`src/rtl/mjk_pkg.sv`:
```
package mjk_pkg;
  localparam int NREG        = 5;
  localparam int KEY_W       = 64;
  localparam int WARM_CYCLES = 100;
  localparam int CNT_W       = $clog2(WARM_CYCLES + 1);

  typedef enum logic [1:0] {PH_IDLE, PH_WARM, PH_RUN} phase_t;

  // register lengths: four long registers then one short one
  function automatic int reg_len(input int idx);
    return (idx == NREG - 1) ? 12 : 13;
  endfunction

  // first key bit that belongs to register idx
  function automatic int key_base(input int idx);
    int acc;
    acc = 0;
    for (int k = 0; k < idx; k++) acc += reg_len(k);
    return acc;
  endfunction

  // tap mask: bit (p-1) set for tap position p
  function automatic logic [31:0] tap_mask(input int idx);
    if (idx == NREG - 1) return (32'd1 << 10) | (32'd1 << 11);
    return (32'd1 << 3) | (32'd1 << 5) | (32'd1 << 11) | (32'd1 << 12);
  endfunction

  // clocking position, 1-based
  function automatic int clk_pos(input int idx);
    return (idx == NREG - 1) ? 6 : 5;
  endfunction

  // strict majority over NREG votes
  function automatic logic majority(input logic [NREG-1:0] v);
    int ones;
    ones = 0;
    for (int k = 0; k < NREG; k++) ones += int'(v[k]);
    return (ones > NREG / 2);
  endfunction
endpackage

```
`src/rtl/mjk_lfsr.sv`:
```
module mjk_lfsr #(
  parameter int          LEN    = 13,
  parameter logic [31:0] TAPS   = 32'h0000_1828,
  parameter int          CLKPOS = 5
) (
  input  logic           clk,
  input  logic           rst_n,
  input  logic           load,
  input  logic [LEN-1:0] load_val,
  input  logic           step,
  output logic           clk_bit,
  output logic           out_bit
);
  // index p-1 holds position p; index 0 is the input end
  logic [LEN-1:0] state;
  logic           fb;

  assign fb      = ^(state & TAPS[LEN-1:0]);
  assign clk_bit = state[CLKPOS-1];
  assign out_bit = state[LEN-1];

  always_ff @(posedge clk or negedge rst_n) begin
    if (!rst_n)    state <= '0;
    else if (load) state <= load_val;
    else if (step) state <= {state[LEN-2:0], fb};
  end

  AST_HOLD_WHEN_IDLE: assert property (@(posedge clk) disable iff (!rst_n)
    (!load && !step) |=> $stable(state)) else $error("hold");

  AST_SHIFT_DIRECTION: assert property (@(posedge clk) disable iff (!rst_n)
    (!load && step) |=> state[LEN-1:1] == $past(state[LEN-2:0])) else $error("shift");

  AST_LOAD_VALUE: assert property (@(posedge clk) disable iff (!rst_n)
    load |=> state == $past(load_val)) else $error("load");
endmodule

```
`src/rtl/mjk_vote.sv`:
```
module mjk_vote
  import mjk_pkg::*;
(
  input  logic [NREG-1:0] votes,
  output logic            maj,
  output logic [NREG-1:0] agree
);
  assign maj   = majority(votes);
  assign agree = ~(votes ^ {NREG{maj}});
endmodule

```
`src/rtl/mjk_seq.sv`:
```
module mjk_seq
  import mjk_pkg::*;
(
  input  logic clk,
  input  logic rst_n,
  input  logic key_load,
  input  logic en,
  output logic advance,
  output logic emit
);
  phase_t           phase;
  logic [CNT_W-1:0] warm_cnt;

  assign advance = en && !key_load && (phase != PH_IDLE);
  assign emit    = advance && (phase == PH_RUN);

  always_ff @(posedge clk or negedge rst_n) begin
    if (!rst_n) begin
      phase    <= PH_IDLE;
      warm_cnt <= '0;
    end else if (key_load) begin
      phase    <= PH_WARM;
      warm_cnt <= CNT_W'(WARM_CYCLES);
    end else if (advance && phase == PH_WARM) begin
      if (warm_cnt == CNT_W'(1)) phase <= PH_RUN;
      warm_cnt <= warm_cnt - CNT_W'(1);
    end
  end

  AST_WARM_COUNTS_DOWN: assert property (@(posedge clk) disable iff (!rst_n)
    (advance && phase == PH_WARM && !key_load) |=>
      (warm_cnt == $past(warm_cnt) - CNT_W'(1))) else $error("warm");

  AST_NO_EMIT_IDLE: assert property (@(posedge clk) disable iff (!rst_n)
    (phase == PH_IDLE) |-> !emit) else $error("idle emit");
endmodule

```
`src/rtl/mjk_keystream.sv`:
```
module mjk_keystream
  import mjk_pkg::*;
(
  input  logic             clk,
  input  logic             rst_n,
  input  logic             key_load,
  input  logic [KEY_W-1:0] key,
  input  logic             en,
  output logic             ks_bit,
  output logic             ks_valid
);
  logic [NREG-1:0] clk_bits;
  logic [NREG-1:0] out_bits;
  logic [NREG-1:0] agree;
  logic [NREG-1:0] step_vec;
  logic            maj;
  logic            advance;
  logic            emit;

  mjk_seq u_seq (
    .clk(clk), .rst_n(rst_n), .key_load(key_load), .en(en),
    .advance(advance), .emit(emit)
  );

  mjk_vote u_vote (.votes(clk_bits), .maj(maj), .agree(agree));

  assign step_vec = agree & {NREG{advance}};

  for (genvar g = 0; g < NREG; g++) begin : g_reg
    localparam int          LEN  = reg_len(g);
    localparam int          BASE = key_base(g);
    localparam logic [31:0] TAPS = tap_mask(g);
    localparam int          CPOS = clk_pos(g);
    mjk_lfsr #(.LEN(LEN), .TAPS(TAPS), .CLKPOS(CPOS)) u_lfsr (
      .clk(clk), .rst_n(rst_n), .load(key_load),
      .load_val(key[BASE +: LEN]), .step(step_vec[g]),
      .clk_bit(clk_bits[g]), .out_bit(out_bits[g])
    );
  end

  always_ff @(posedge clk or negedge rst_n) begin
    if (!rst_n) begin
      ks_bit   <= 1'b0;
      ks_valid <= 1'b0;
    end else begin
      ks_valid <= emit;
      if (emit) ks_bit <= ^out_bits;
    end
  end

  AST_MIN_THREE_STEP: assert property (@(posedge clk) disable iff (!rst_n)
    advance |-> ($countones(step_vec) >= 3)) else $error("vote");

  AST_NO_STEP_WITHOUT_EN: assert property (@(posedge clk) disable iff (!rst_n)
    !en |-> (step_vec == '0)) else $error("en");

  AST_LOAD_WINS: assert property (@(posedge clk) disable iff (!rst_n)
    key_load |=> !ks_valid) else $error("load prio");

  AST_VALID_FROM_EN: assert property (@(posedge clk) disable iff (!rst_n)
    ks_valid |-> $past(en)) else $error("valid src");
endmodule

```
`config.mk`:
```
export PLATFORM = sky130hd
export DESIGN_NAME = mjk_keystream
export DESIGN_NICKNAME = d
export VERILOG_FILES = /design/src/rtl/mjk_pkg.sv /design/src/rtl/mjk_lfsr.sv /design/src/rtl/mjk_vote.sv /design/src/rtl/mjk_seq.sv /design/src/rtl/mjk_keystream.sv
export SDC_FILE = /design/constraint.sdc
export NUM_CORES = 1
export LEC_CHECK = 0
export BUFFER_PORTS_ARGS = -buffer_cell sky130_fd_sc_hd__clkbuf_2
export CAP_MARGIN = 20
export CORE_MARGIN = 2
export CORE_UTILIZATION = 40
export DETAILED_ROUTE_END_ITERATION = 12
export HOLD_SLACK_MARGIN = 0.05
export PLACE_DENSITY = 0.67
export RECOVER_POWER = 100
export SETUP_SLACK_MARGIN = 0.4
export SYNTH_ARGS = -nofsm -noshare
export SYNTH_HDL_FRONTEND = slang
export SYNTH_SLANG_ARGS = --single-unit
export TNS_END_PERCENT = 10
```
`constraint.sdc`:
```
create_clock -name clk -period 5.3 [get_ports clk]
set_input_delay 0.265 -clock clk [delete_from_list [all_inputs] [get_ports clk]]
set_output_delay 0.265 -clock clk [all_outputs]
set_load 0.01 [all_outputs]
```
==> results.py, run 1 <==
metrics = {
    "outcome": {
        "status": "finished, violations left",
        "violations": "max-capacitance violations, max-slew violations",
    },
    "setup_path": {
        "crit_arrival_ns": 3.86,
        "cp_num_cells": 12,
        "reg2reg_from": "g_reg[0].u_lfsr.state[4]",
        "reg2reg_slack_ns": 1.52,
        "crit_type": "reg2reg",
        "critPathCaptureType": "flop",
        "cp_cell_sequence": "ha_1 -> inv_1 -> fa_1 -> inv_1 -> ha_1 -> inv_1 -> fa_1 -> nand2b_1 -> a21boi_0 -> clkbuf_1 -> o21a_1 -> o311ai_0",
        "rr_endpoint": "g_reg[0].u_lfsr.state[12]",
        "crit_buf_inv": 4,
        "critPathMaxFanout": 12,
        "critPathLaunch": "g_reg[0].u_lfsr.state[4]",
        "worst_setup_path_start_kind": "flop",
        "worst_path_max_delay_cell": "fa_1",
        "cp.required_ns": 5.38,
        "crit_top_cell": "inv_1",
        "rr_worst_depth": 12,
        "endpoint": "g_reg[0].u_lfsr.state[12]",
        "slowest_delay_ns": 0.47,
        "critical_path.top_delay_family": "adder cells",
    },
    "yosys": {
        "ys_seq_area_share_pct": 43.5,
        "synth_top_cell_area_share_pct": 43.5,
        "syn_inst": 463,
        "synth_area_leaders": "dfrtp_1 (43%), o211ai_1 (11%), nand2_1 (5.1%)",
        "synth_area_um2": 4320,
        "syn_nets": 537,
        "ys_warn_count": 0,
        "synth_area_per_cell_um2": 9.33,
        "yosys.area.top_type": "dfrtp_1",
        "synth.distinct_cells": 44,
        "ys_ff_latch": 75,
    },
    "floorplan": {
        "die-area_um2": 11600,
        "die_w_um": 108,
        "std_cell_rows": 37,
        "ios": 70,
        "initial_core_util_pct": 41.5,
        "die_y_um": 108,
        "core_area_um2": 10400,
    },
    "sta": {
        "slew_viol_final": 89,
        "grt_setup_unrepaired": "false",
        "timing.final.crit_share_pct": 71.3,
        "min_period_ns": 3.78,
        "fin_ws_ns": 1.52,
        "tightest_slew_ns": 3.15,
        "skew_ns": 0.00989,
        "slew_headroom_pct": -110,
        "fmax_mhz": 264,
        "whs_ns": 0.139,
        "fin_tns_setup_ns": 0,
        "finalSetupViolations": 0,
        "hold_viol_final": 0,
    },
    "place": {
        "dp_cells": 642,
        "dpl_worst_slack_ns": 1.89,
        "place_area_um2": 4730,
        "portBuffers": 69,
        "dp_hpwl_mm": 6.71,
        "gp_congestion": 0.803,
    },
    "pwr": {
        "peakVddDrop_mv": 0.294,
        "total_power_mw": 2.98,
        "leakage_nw": 2.07,
        "p_per_area_nw_per_um2": 605,
    },
    "global_routing": {
        "grt_pass1_vias": 3577,
        "gr-usage-all-layers_pct": 17.8,
        "grt_start_max_net_pins": 89,
        "grt_pass1_wl_mm": 16.5,
        "grt_overflow": 0,
        "antenna_found_initial": 0,
    },
    "drt": {
        "dr.pass1.iters": 5,
        "drt_wl_total_mm": 9.84,
        "drc": 0,
        "num_vias": 3575,
        "drt_iter0_markers": 138,
        "post_drt_via_cell_ratio": 5.43,
        "drt-wirelength-per-cell_um": 15.0,
        "antenna_left": 0,
    },
    "final_layout": {
        "multiInputGateArea_um2": 2170,
        "final_common_cell": "dfrtp_1",
        "syn_to_final_growth_pct": 14.3,
        "drive_gt1_share_pct": 18.4,
        "stdcell_count": 658,
        "final_cell_mix": "dfrtp_1 (75), o211ai_1 (66), clkbuf_2 (65)",
        "utilization_pct": 47.4,
        "stdcell_area_um2": 4940,
        "diodes": 0,
        "nNetsFinal": 591,
        "layout.area.seq_um2": 1880,
        "fill_cells": 1025,
    },
    "clock_network": {
        "clk_path_buf_depth": 2,
        "cts-resized-gates": 0,
        "cts_tree": "yes",
        "clk_pin_slew_ns": 0.08,
        "ctsHoldBuffers": 0,
        "cts_max_level": 3,
        "clock-sinks": 75,
        "post_cts_buffers": 0,
        "worstSkewPairLatency_ns": 0.35,
        "cts_buffers": 9,
        "cts-root-buf": "clkbuf_8",
    },
    "min_path": {
        "hold_class": "in2reg",
    },
    "flow_run": {
        "drv_cap": 1,
    },
}
[per-layer routing]
layer,routed length (µm),track usage (%)
met4,187,7.42
met3,454,3.75
met5,0,0
met2,4460,27.0
met1,4740,24.6
[kinds of logic (layout without fill, tap and decap cells)]
logic type	after synthesis	count (layout)	synth area share, %
and+or+nand+nor	162	162	19.6
AOI/OAI and AO/OA	136	136	23.5
DFF	75	75	43.5
buffers and inverters	60	119	6.35
xor gates and xnor gates	21	21	4.26
adders and majority gates	6	6	2.09
muxes	3	3	0.724
[sequential cells by signal, summed over array words and instances, names as in the netlist]
register        cells
ks_bit              1
u_seq.warm_cnt      7
g.u_lfsr.state     64
u_seq.phase         2
ks_valid            1
[worst register-to-register path, stage by stage (launching register included)]
cell and delay (ns):
dfrtp_1 0.45, ha_1 0.30, inv_1 0.04, fa_1 0.47, inv_1 0.04, ha_1 0.16, inv_1 0.06, fa_1 0.41
nand2b_1 0.29, a21boi_0 0.25, clkbuf_1 0.43, o21a_1 0.44, o311ai_0 0.17
[cell usage after synthesis, drive strengths merged]
| master | number |
|---|---|
| or2 | 3 |
| nor4 | 3 |
| nand2 | 59 |
| o21bai | 1 |
| a211oi | 1 |
| inv | 24 |
| or3 | 13 |
| nor2 | 8 |
| nand3 | 5 |
| a21boi | 3 |
| and3 | 2 |
| o22ai | 1 |
| mux2i | 2 |
| and2b | 1 |
| a221o | 10 |
| dfrtp | 75 |
| xor2 | 3 |
| a21o | 1 |
| clkbuf | 10 |
| o21ai | 3 |
| a31oi | 1 |
| o21a | 3 |
| nand3b | 2 |
| mux2 | 1 |
| o311ai | 13 |
| xnor2 | 18 |
| o31ai | 9 |
| o211ai | 68 |
| nor2b | 12 |
| ha | 4 |
| a21oi | 22 |
| nor3b | 8 |
| nand2b | 36 |
| buf | 26 |
| nor3 | 10 |
| fa | 2 |
[power breakdown]
part	total, mW	switching (mW)	internal (mW)	leakage (nW)
Sequential	0.963	0.174	0.788	0.909
Clock	0.501	0.212	0.289	0.119
Combinational	1.52	0.942	0.579	1.04
[layout make-up]
class / instances / area share, %
flip-flops and latches: 75 / 38.0
clock buffers: 11 / 3.07
well taps: 136 / 3.45
inverters: 24 / 1.83
multi-input cells: 328 / 43.9
repair buffers: 79 / 8.21
clock inverters: 5 / 1.52
[worst min path at each step]
| stage | start | to | slack (ns) | depth (start not counted) |
|---|---|---|---|---|
| CTS | key[47] | g_reg[3].u_lfsr.state[8] | 0.13 | 3 |
| finish | key[47] | g_reg[3].u_lfsr.state[8] | 0.14 | 3 |
| global route | key[53] | g_reg[4].u_lfsr.state[1] | 0.14 | 3 |
| floorplan | rst_n | g_reg[0].u_lfsr.state[0] | -0.03 | 0 |
| detailed placement | key[56] | g_reg[4].u_lfsr.state[4] | 0.50 | 3 |
| global placement | key[9] | g_reg[0].u_lfsr.state[9] | 0.49 | 3 |
Note: power is estimated with default switching activity, not from simulation.
==> run 2: changes to the inputs <==
--- a/config.mk
+++ b/config.mk
@@ -5,6 +5,7 @@
 export SDC_FILE = /design/constraint.sdc
 export NUM_CORES = 1
 export LEC_CHECK = 0
+export ABC_AREA = 1
 export BUFFER_PORTS_ARGS = -buffer_cell sky130_fd_sc_hd__clkbuf_2
 export CAP_MARGIN = 20
 export CORE_MARGIN = 2
==> constraint.sdc (replaced) <==
create_clock -name clk -period 3.85 [get_ports clk]
set_input_delay 0.1925 -clock clk [delete_from_list [all_inputs] [get_ports clk]]
set_output_delay 0.1925 -clock clk [all_outputs]
set_load 0.01 [all_outputs]
==> run 2 against run 1 <==
Against the previous run:
- the flow still finishes with violations (max-capacitance violations, max-slew violations)
- sequential share of layout area hardly changed
- flip-flop and latch count did not move
- critical endpoint is now g_reg[1].u_lfsr.state[7]
- die area is 2.5% higher
- count of clock-buffer cells in the layout up 1
- critical path depth grew 3
- clock power is 7.4% higher
- global-route usage rose by 0.47 points
- largest cell class unchanged
- non-clock buffer count decreased by 6
- largest power group is now sequential cells
- register-to-register slack worse by 0.91 ns
- highest routed layer unchanged
==> results.py, run 2 <==
metrics = {
    "pwr": {
        "peakVddDrop_mv": 0.230,
        "total_power_mw": 2.89,
        "leakage_nw": 2.81,
        "p_per_area_nw_per_um2": 586,
    },
    "drt": {
        "dr.pass1.iters": 4,
        "post_drt_via_cell_ratio": 4.83,
        "antenna_left": 0,
        "drt_wl_total_mm": 9.98,
        "drt_iter0_markers": 211,
        "drt-wirelength-per-cell_um": 11.8,
        "num_vias": 4089,
        "drc": 0,
    },
    "floorplan": {
        "die-area_um2": 11900,
        "core_area_um2": 10800,
        "die_w_um": 109,
        "initial_core_util_pct": 40.9,
        "std_cell_rows": 38,
        "ios": 70,
        "die_y_um": 109,
    },
    "sta": {
        "skew_ns": 0.0107,
        "timing.final.crit_share_pct": 84.2,
        "slew_headroom_pct": -24.4,
        "fmax_mhz": 309,
        "min_period_ns": 3.24,
        "hold_viol_final": 0,
        "grt_setup_unrepaired": "false",
        "fin_tns_setup_ns": 0,
        "fin_ws_ns": 0.609,
        "finalSetupViolations": 0,
        "slew_viol_final": 130,
        "tightest_slew_ns": 1.87,
    },
    "yosys": {
        "synth_top_cell_area_share_pct": 42.4,
        "ys_ff_latch": 75,
        "synth_ff_type": "dfrtp_1",
        "synth_area_um2": 4430,
        "synth_area_per_cell_um2": 6.80,
        "syn_inst": 651,
        "synth.most_common_cell": "nand2_1",
        "synth_edf_count": 0,
        "synth.distinct_cells": 24,
        "yosys.area.top_type": "dfrtp_1",
        "synth_common_cells": "nand2_1 (355), nand3_1 (89), dfrtp_1 (75)",
        "ys_warn_count": 0,
        "synth_area_leaders": "dfrtp_1 (42%), nand2_1 (30%), nand3_1 (10%)",
        "ys_seq_area_share_pct": 42.4,
        "async_reset_ff_share_pct": 100,
        "syn_nets": 725,
    },
    "setup_path": {
        "crit_type": "reg2reg",
        "worst_setup_path_start_kind": "flop",
        "cp.required_ns": 4.14,
        "worst_path_max_delay_cell": "fa_1",
        "slowest_delay_ns": 0.47,
        "crit_top_cell": "nand2_1",
        "crit_arrival_ns": 3.53,
        "cp_cell_sequence": "ha_1 -> inv_1 -> fa_1 -> inv_1 -> ha_1 -> inv_1 -> fa_1 -> inv_1 -> nand2_1 -> nand2_1 -> nand2_1 -> nand3_4 -> nand2_1 -> nand2_1 -> nand2_1",
        "crit_buf_inv": 4,
        "critical_path.top_delay_family": "adder cells",
        "critPathMaxFanout": 14,
        "critPathCaptureType": "flop",
    },
    "global_routing": {
        "grt_start_max_net_pins": 89,
        "grt_pass1_wl_mm": 17.3,
        "grt_overflow": 0,
        "grt_util_met1_pct": 23.6,
        "grt_pass1_vias": 3901,
        "gr-usage-all-layers_pct": 18.2,
        "grt_use_met2_pct": 30.3,
        "antenna_found_initial": 0,
        "use_met3_pct": 2.99,
        "top_usage_layer": "met2",
    },
    "final_layout": {
        "largestRegisters": "g.u_lfsr.state (64), u_seq.warm_cnt (7), u_seq.phase (2)",
        "fill_cells": 1140,
        "syn_to_final_growth_pct": 11.4,
        "final_common_cell": "nand2_1",
        "layout.area.seq_um2": 1880,
        "regMostFlops": "g.u_lfsr.state",
        "multiInputGateArea_um2": 2200,
        "largest_reg_flops": 64,
        "nNetsFinal": 776,
        "final_cell_mix": "nand2_1 (361), nand3_1 (89), dfrtp_1 (75)",
        "diodes": 0,
        "drive_gt1_share_pct": 12.6,
    },
    "clock_network": {
        "post_cts_buffers": 0,
        "clock-sinks": 75,
        "ctsHoldBuffers": 1,
        "clk_path_buf_depth": 2,
        "cts-root-buf": "clkbuf_8",
        "cts_tree": "yes",
        "cts-resized-gates": 0,
        "cts_buffers": 9,
        "clk_pin_slew_ns": 0.08,
        "worstSkewPairLatency_ns": 0.36,
        "cts_max_level": 3,
    },
    "place": {
        "portBuffers": 69,
        "gp_congestion": 0.781,
        "dpl_worst_slack_ns": 0.733,
        "dp_hpwl_mm": 6.59,
    },
    "outcome": {
        "status": "finished, violations left",
        "violations": "max-capacitance violations, max-slew violations",
    },
    "min_path": {
        "hold_class": "in2reg",
    },
    "flow_run": {
        "drv_cap": 2,
    },
}
run 2: cell count changes in the layout (fill, tap and decap cells not counted), moves of 8 or more:
cell / previous run / this run
nand2_1: 59 / 361
nand3_1: 5 / 89
o211ai_1: 66 / 0
nand2b_1: 36 / 0
a21oi_1: 22 / 4
xnor2_1: 18 / 1
o21ai_0: 3 / 19
inv_1: 24 / 37
o311ai_0: 13 / 0
or3_1: 13 / 0
nor2b_1: 12 / 0
a221o_1: 10 / 0
o31ai_1: 9 / 0
nor3b_1: 8 / 0
run 2: tightest hold or removal path, delay by kind of cell:
family	cells	cell delay, ns
buffers and inverters	1	0.07
and+or+nand+nor	2	0.12
run 2: worst paths after layout:
kind / startpoint / to / slack (ns) / cells after the start
setup / recovery: g_reg[0].u_lfsr.state[4] / g_reg[1].u_lfsr.state[7] / 0.61 / 15
hold / removal: key[44] / g_reg[3].u_lfsr.state[5] / 0.07 / 3
setup reg to reg: g_reg[0].u_lfsr.state[4] / g_reg[1].u_lfsr.state[7] / 0.61 / 15
hold reg to reg: u_seq.warm_cnt[6] / u_seq.warm_cnt[6] / 0.51 / 2
max in group asynchronous: rst_n / g_reg[4].u_lfsr.state[9] / 1.86 / 2
min in group asynchronous: rst_n / g_reg[3].u_lfsr.state[8] / 0.89 / 2
run 2: layout make-up:
class,count,area share [%]
inverters,38,2.92
clock buffers,12,2.94
clock inverters,3,0.304
well taps,140,3.55
flip-flops and latches,75,38.0
multi-input cells,505,44.7
repair buffers,73,7.58
run 2: power breakdown:
part,internal [mW],leakage (nW),switching (mW),total (mW)
logic,0.396,1.79,0.733,1.13
registers,1.04,0.931,0.190,1.23
clock network,0.246,0.0860,0.292,0.538
run 2: through the flow:
step	cell area, µm²	cells	hold slack [ns]	util (%)
5_1_grt	4930	846	0.0840	45.5
4_1_cts	4960	846	0.0631	45.8
6_report	4930	846	0.0652	45.5
2_1_floorplan	4430	651	-0.103	-
3_5_place_dp	4790	830	0.423	44.2
3_3_place_gp	4790	830	0.411	44.2
run 2: layer usage:
layer | up-vias | part of all wire (%) | routed length (µm)
met5 | - | 0 | 0
met4 | 0 | 2.0 | 195
met3 | 14 | 4.8 | 476
met2 | 94 | 47 | 4710
met1 | 1857 | 46 | 4600
li1 | 2124 | - | -
run 2: kinds of logic after synthesis:
kind of cell	share of synthesized area, %
flops	42.4
compound gates	2.71
fa+ha+maj	2.03
simple gates	45.3
xor+xnor	0.198
buf+inv	7.40
